`config.mk`:
```
export PLATFORM = sky130hd
export DESIGN_NAME = scan_seq_top
export DESIGN_NICKNAME = d
export VERILOG_FILES = /design/src/rtl/scan_pkg.sv /design/src/rtl/scan_pick.sv /design/src/rtl/scan_fsm.sv /design/src/rtl/scan_bank.sv /design/src/rtl/scan_seq_top.sv
export SDC_FILE = /design/constraint.sdc
export NUM_CORES = 1
export LEC_CHECK = 0
export ABC_CLOCK_PERIOD_IN_PS = 2700
export CAP_MARGIN = 20
export CORE_AREA = 2 2 98 100
export CTS_BUF_LIST = sky130_fd_sc_hd__clkbuf_2 sky130_fd_sc_hd__clkbuf_4 sky130_fd_sc_hd__clkbuf_8
export DETAILED_ROUTE_END_ITERATION = 10
export DIE_AREA = 0 0 100 102
export DONT_BUFFER_PORTS = 1
export MAX_ROUTING_LAYER = met4
export PLACE_DENSITY = 0.72
export SLEW_MARGIN = 20
export SYNTH_ARGS = -nofsm -noshare
export SYNTH_HDL_FRONTEND = slang
export SYNTH_SLANG_ARGS = --single-unit
```
`constraint.sdc`:
```
create_clock -name clk -period 2.7 [get_ports clk]
set_clock_uncertainty 0.05 [all_clocks]
set_input_delay 0.135 -clock clk [delete_from_list [all_inputs] [get_ports clk]]
set_output_delay 0.135 -clock clk [all_outputs]
set_load 0.005 [all_outputs]
```
`src/rtl/scan_pkg.sv`:
```
`timescale 1ns/1ps
package scan_pkg;
    typedef enum logic [1:0] {
        ST_IDLE    = 2'd0,
        ST_SAMPLE  = 2'd1,
        ST_CONVERT = 2'd2
    } scan_state_e;
endpackage

```
`src/rtl/scan_pick.sv`:
```
`timescale 1ns/1ps
// Finds the next enabled channel above the current one and the lowest enabled channel.
module scan_pick #(
    parameter int NUM_CH = 8,
    parameter int SEL_W  = $clog2(NUM_CH)
) (
    input  logic [NUM_CH-1:0] mask,
    input  logic [SEL_W-1:0]  cur,
    output logic              above_ok,
    output logic [SEL_W-1:0]  above_ch,
    output logic              low_ok,
    output logic [SEL_W-1:0]  low_ch
);
    always_comb begin
        above_ok = 1'b0;
        above_ch = '0;
        for (int i = NUM_CH - 1; i >= 0; i--) begin
            if (mask[i] && (i > int'(cur))) begin
                above_ok = 1'b1;
                above_ch = SEL_W'(i);
            end
        end
    end

    always_comb begin
        low_ok = |mask;
        low_ch = '0;
        for (int i = NUM_CH - 1; i >= 0; i--) begin
            if (mask[i]) begin
                low_ch = SEL_W'(i);
            end
        end
    end
endmodule

```
`src/rtl/scan_fsm.sv`:
```
`timescale 1ns/1ps
module scan_fsm
    import scan_pkg::*;
#(
    parameter int NUM_CH     = 8,
    parameter int SAMPLE_CYC = 4,
    parameter int SEL_W      = $clog2(NUM_CH)
) (
    input  logic              clk,
    input  logic              rst_n,
    input  logic              start,
    input  logic [NUM_CH-1:0] ch_en,
    input  logic              conv_done,
    output logic [SEL_W-1:0]  ch_sel,
    output logic              sample,
    output logic              wr_en,
    output logic              pass_done
);
    localparam int CNT_W = (SAMPLE_CYC < 2) ? 1 : $clog2(SAMPLE_CYC);
    localparam logic [CNT_W-1:0] CNT_LAST = CNT_W'(SAMPLE_CYC - 1);

    scan_state_e      state_q, state_d;
    logic [SEL_W-1:0] cur_q, cur_d;
    logic [CNT_W-1:0] cnt_q, cnt_d;
    logic             pass_q, pass_d;
    logic             above_ok, low_ok;
    logic [SEL_W-1:0] above_ch, low_ch;

    scan_pick #(.NUM_CH(NUM_CH), .SEL_W(SEL_W)) i_pick (
        .mask     (ch_en),
        .cur      (cur_q),
        .above_ok (above_ok),
        .above_ch (above_ch),
        .low_ok   (low_ok),
        .low_ch   (low_ch)
    );

    // State register
    always_ff @(posedge clk or negedge rst_n) begin
        if (!rst_n) begin
            state_q <= ST_IDLE;
            cur_q   <= '0;
            cnt_q   <= '0;
            pass_q  <= 1'b0;
        end else begin
            state_q <= state_d;
            cur_q   <= cur_d;
            cnt_q   <= cnt_d;
            pass_q  <= pass_d;
        end
    end

    // Next state and transition outputs
    always_comb begin
        state_d = state_q;
        cur_d   = cur_q;
        cnt_d   = cnt_q;
        pass_d  = 1'b0;
        wr_en   = 1'b0;
        unique case (state_q)
            ST_IDLE: begin
                if (start && low_ok) begin          // launch
                    state_d = ST_SAMPLE;
                    cur_d   = low_ch;
                    cnt_d   = '0;
                end
            end
            ST_SAMPLE: begin
                if (!start) begin                   // abort
                    state_d = ST_IDLE;
                end else if (cnt_q == CNT_LAST) begin // hold_done
                    state_d = ST_CONVERT;
                end else begin
                    cnt_d = cnt_q + 1'b1;
                end
            end
            ST_CONVERT: begin
                if (!start) begin                   // abort
                    state_d = ST_IDLE;
                end else if (conv_done) begin
                    wr_en = 1'b1;
                    cnt_d = '0;
                    if (above_ok) begin             // advance
                        state_d = ST_SAMPLE;
                        cur_d   = above_ch;
                    end else begin                  // wrap
                        pass_d = 1'b1;
                        if (low_ok) begin
                            state_d = ST_SAMPLE;
                            cur_d   = low_ch;
                        end else begin
                            state_d = ST_IDLE;
                        end
                    end
                end
            end
            default: state_d = ST_IDLE;
        endcase
    end

    assign ch_sel    = cur_q;
    assign sample    = (state_q == ST_SAMPLE);
    assign pass_done = pass_q;

    p_stop_r3: assert property (@(posedge clk) disable iff (!rst_n)
        !start |=> !sample);
    p_sel_steady_r4: assert property (@(posedge clk) disable iff (!rst_n)
        (sample && $past(sample)) |-> $stable(ch_sel));
    p_cnt_bound_r4: assert property (@(posedge clk) disable iff (!rst_n)
        int'(cnt_q) < SAMPLE_CYC);
    p_empty_idle_r6: assert property (@(posedge clk) disable iff (!rst_n)
        (state_q == ST_IDLE && ch_en == '0) |=> !sample);
    p_pass_single_r9: assert property (@(posedge clk) disable iff (!rst_n)
        pass_done |=> !pass_done);
    p_no_write_in_sample_r8: assert property (@(posedge clk) disable iff (!rst_n)
        sample |-> !wr_en);
endmodule

```
`src/rtl/scan_bank.sv`:
```
`timescale 1ns/1ps
module scan_bank #(
    parameter int NUM_CH = 8,
    parameter int DATA_W = 12,
    parameter int SEL_W  = $clog2(NUM_CH)
) (
    input  logic                     clk,
    input  logic                     rst_n,
    input  logic                     wr_en,
    input  logic [SEL_W-1:0]         wr_ch,
    input  logic [DATA_W-1:0]        wr_data,
    input  logic                     rd_en,
    input  logic [SEL_W-1:0]         rd_ch,
    output logic [NUM_CH*DATA_W-1:0] data_flat,
    output logic [NUM_CH-1:0]        valid,
    output logic [NUM_CH-1:0]        overrun
);
    for (genvar g = 0; g < NUM_CH; g++) begin : g_slot
        logic hit_wr, hit_rd;
        assign hit_wr = wr_en && (wr_ch == SEL_W'(g));
        assign hit_rd = rd_en && (rd_ch == SEL_W'(g));

        always_ff @(posedge clk or negedge rst_n) begin
            if (!rst_n) begin
                data_flat[g*DATA_W +: DATA_W] <= '0;
                valid[g]   <= 1'b0;
                overrun[g] <= 1'b0;
            end else if (hit_wr) begin
                data_flat[g*DATA_W +: DATA_W] <= wr_data;
                valid[g] <= 1'b1;
                if (valid[g] && !hit_rd) begin
                    overrun[g] <= 1'b1;
                end
            end else if (hit_rd) begin
                valid[g]   <= 1'b0;
                overrun[g] <= 1'b0;
            end
        end
    end

    p_valid_set_r5: assert property (@(posedge clk) disable iff (!rst_n)
        wr_en |=> valid[$past(wr_ch)]);
    p_overrun_r11: assert property (@(posedge clk) disable iff (!rst_n)
        (wr_en && valid[wr_ch] && !(rd_en && rd_ch == wr_ch)) |=> overrun[$past(wr_ch)]);
    p_read_clear_r10: assert property (@(posedge clk) disable iff (!rst_n)
        (rd_en && !(wr_en && wr_ch == rd_ch)) |=> !valid[$past(rd_ch)]);
endmodule

```
`src/rtl/scan_seq_top.sv`:
```
`timescale 1ns/1ps
module scan_seq_top #(
    parameter int NUM_CH     = 8,
    parameter int DATA_W     = 12,
    parameter int SAMPLE_CYC = 4,
    parameter int SEL_W      = $clog2(NUM_CH)
) (
    input  logic                     clk,
    input  logic                     rst_n,
    input  logic                     start,
    input  logic [NUM_CH-1:0]        ch_en,
    input  logic                     conv_done,
    input  logic [DATA_W-1:0]        conv_data,
    input  logic                     rd_en,
    input  logic [SEL_W-1:0]         rd_ch,
    output logic [SEL_W-1:0]         ch_sel,
    output logic                     sample,
    output logic [NUM_CH*DATA_W-1:0] result,
    output logic [NUM_CH-1:0]        valid,
    output logic [NUM_CH-1:0]        overrun,
    output logic                     pass_done
);
    logic wr_en;

    scan_fsm #(.NUM_CH(NUM_CH), .SAMPLE_CYC(SAMPLE_CYC), .SEL_W(SEL_W)) i_fsm (
        .clk       (clk),
        .rst_n     (rst_n),
        .start     (start),
        .ch_en     (ch_en),
        .conv_done (conv_done),
        .ch_sel    (ch_sel),
        .sample    (sample),
        .wr_en     (wr_en),
        .pass_done (pass_done)
    );

    scan_bank #(.NUM_CH(NUM_CH), .DATA_W(DATA_W), .SEL_W(SEL_W)) i_bank (
        .clk       (clk),
        .rst_n     (rst_n),
        .wr_en     (wr_en),
        .wr_ch     (ch_sel),
        .wr_data   (conv_data),
        .rd_en     (rd_en),
        .rd_ch     (rd_ch),
        .data_flat (result),
        .valid     (valid),
        .overrun   (overrun)
    );

    p_write_needs_start_r7: assert property (@(posedge clk) disable iff (!rst_n)
        (!start && conv_done) |=> $stable(valid) || (rd_en === 1'b1) || $past(rd_en));
endmodule

```
==> results.ini <==
[status]
status=finished with violations
violations=hold timing

[flow_run]
maxCapViolCount=0

[die]
num_rows=35
pin_count=145
die_w_um=100
die_area_um2=10200
die_y_um=102
start_util_pct=57.1
fp.coreArea_um2=9110

[sta]
tightestPinTransition_ns=0.870
rsz0062_at_grt=no
timing.final.crit_share_pct=74.8
finalHoldWorstSlack_ns=-0.641
drv_slew=0
max_freq_mhz=495
setup_tns_ns=0
timing.final.crit_period_ns=2.02
hold_violations=120
relSlewSlack_pct=41.7
worst_slack_ns=0.681
setup_viol=0

[worst_setup_path]
worst-setup-path-type=reg2reg
r2r_slack_ns=0.68
required_ns=2.95
critical_path_arrival_ns=2.27
crit_family=flip-flops
crit_path_top_delay_cell=dfrtp_1
slowest_delay_ns=0.68
endpoint_kind=register
cp_cell_sequence=nor2b_1 -> and2_1 -> buf_4 -> mux2_2
path_max_fanout=16
start_kind=register
worst-path-buf-inv=1

[synthesis]
synth_area_leader_cell=dfrtp_1
synth_top_flop_cell=dfrtp_1
postSynthCellCount=393
ys_seq_elements=120
yosys_warnings=0
synth_cell_types=49
synth_edf_count=0
syn-cell-area_um2=5200
yosysSeqAreaShare_pct=57.8
postSynthAreaPerCell_um2=13.2
synth.area.top_cells=dfrtp_1 (58%), mux2_4 (12%), mux2_2 (7.8%)
synthArstFlopShare_pct=100
synth.net_count=422
yosysTopAreaCellShare_pct=57.8

[clock_tree]
clock_path_buffers=2
cts_resized=0
clkTransAtPathRegs_ns=0.07
cts.sinks=120
ctsRootBufferMaster=clkbuf_8
clk_latency_ns=0.41
tritoncts=done
post_cts_buffers=0
cts_buffers=17
cts_hold_buf=25
cts_max_level=4

[placement]
dpl_cell_area_um2=5220
gp_congestion=0.886
portBuffers=0
dpl_worst_slack_ns=0.682
hpwlAfterDp_um=7480

[global_route]
grtUsageTotal_pct=24.8
antenna_found_initial=1
grt_max_degree=121
grt_pass1_vias=3396
grt-ovfl-total=0
grt_pass1_wl_um=18300

[power]
power_leakage_uw=0.00310
cellPowerDensity_nw_per_um2=684
irDropWorstVdd_mv=0.419

[finish]
register_area_um2=3000
multi_input_area_um2=2040
num-nets-final=454
fillers=699
syn2layout_area_growth_pct=13.2
stdcell_area_um2=5880
layout-drive-gt1-share_pct=28.1

[detailed_routing]
routedWlPerCell_um=21.2
initialDrtViolationCount=177
drt_pass1_iterations=4
ant_nets=0
via_per_inst=5.82
vias=3193
drt-total-wl_um=11600
drc=0

[worst_hold_path]
hp-class=in2async

## final timing paths
| kind | startpoint | endpoint | cells after the start |
|---|---|---|---|
| setup / recovery | i_fsm.ch_sel[1]$_DFFE_PN0P_ | i_bank.data_flat[24]$_DFFE_PN0P_ | 4 |
| hold / removal | rst_n | i_bank.data_flat[41]$_DFFE_PN0P_ | 0 |
| setup reg to reg | i_fsm.ch_sel[1]$_DFFE_PN0P_ | i_bank.data_flat[24]$_DFFE_PN0P_ | 4 |
| hold reg to reg | i_fsm.cnt_q[0]$_DFFE_PN0P_ | i_fsm.cnt_q[0]$_DFFE_PN0P_ | 1 |
| max in group asynchronous | rst_n | i_bank.valid[5]$_DFFE_PN0P_ | 0 |
| min in group clk | rd_en | i_bank.overrun[7]$_DFFE_PN0P_ | 3 |
## stage by stage
stage / total power [uW] / std cells / hold WS (ns) / utilization [%]
5_1_grt: 4210 / 549 / -0.680 / 64.6
6_report: 4030 / 549 / -0.641 / 64.6
3_5_place_dp: 2370 / 492 / -0.208 / 57.3
3_3_place_gp: 2350 / 492 / -0.208 / 57.3
2_1_floorplan: 2310 / 393 / -0.211 / -
4_1_cts: 4060 / 548 / -0.662 / 64.6
## layout make-up
class,count,share of cell area (%)
clock buffers,17,3.98
diodes,1,0.0425
clock inverters,14,2.96
repair buffers,27,4.51
flip-flops and latches,120,51.0
inverters,7,0.447
multi-input cells,252,34.7
well taps,111,2.36
## cell usage in the layout (no fill, tap or decap), drive strengths merged, types with 5 or more instances in the layout
cell,n
a21oi,7
a31oi,5
clkbuf,17
clkinv,8
dfrtp,120
dlygate4sd3,25
inv,9
mux2,85
nand2,67
nand3,7
nor2,14
nor2b,10
o21ai,17
## metal layers
layer  track usage [%]  vias to the layer above  part of all wire, %
met5                 -                        -                    0
met1              28.6                     1620                   41
met3              9.64                       14                  8.3
met2              40.3                      125                   50
li1                  -                     1434                    -
met4              7.69                        0                  1.4
## Yosys cell counts, types with 2 or more instances
cell and number:
buf_4 2, a21oi_1 7, buf_2 3, mux2_1 8
mux2i_1 2, a211oi_1 2, o211ai_1 2, and2_1 4
a21o_1 2, o2bb2ai_1 2, nand2b_1 3, mux2_2 36
or2b_1 2, a31oi_1 5, nor2b_1 10, nor2_1 11
dfrtp_1 120, buf_6 7, nand2_1 62, nand3b_1 2
o21ai_0 17, inv_1 6, mux2_4 41, nand2_4 4
nand3_1 7, nor3_1 3
## power breakdown
group	leakage (uW)	internal, uW	switching, uW
clock	0.000206	914	721
combinational	0.00123	169	192
sequential	0.00166	1890	136
## cell families after synthesis
group / Yosys count / synth area share [%]
AO/OA/AOI/OAI: 44 / 5.22
buffers and inverters: 21 / 2.96
multiplexers: 87 / 21.8
AND/OR/NAND/NOR: 120 / 12.0
adder cells (fa/ha/maj): 1 / 0.241
flip-flops: 120 / 57.8
## flip-flops by register name, summed over array words and instances (netlist names)
name	cells
i_fsm.ch_sel	3
i_bank.data_flat	96
i_fsm.cnt_q	2
i_bank.valid	8
i_bank.overrun	8
i_fsm.pass_done	1
i_fsm.state_q	2
Note: power is estimated with default switching activity, not from simulation.
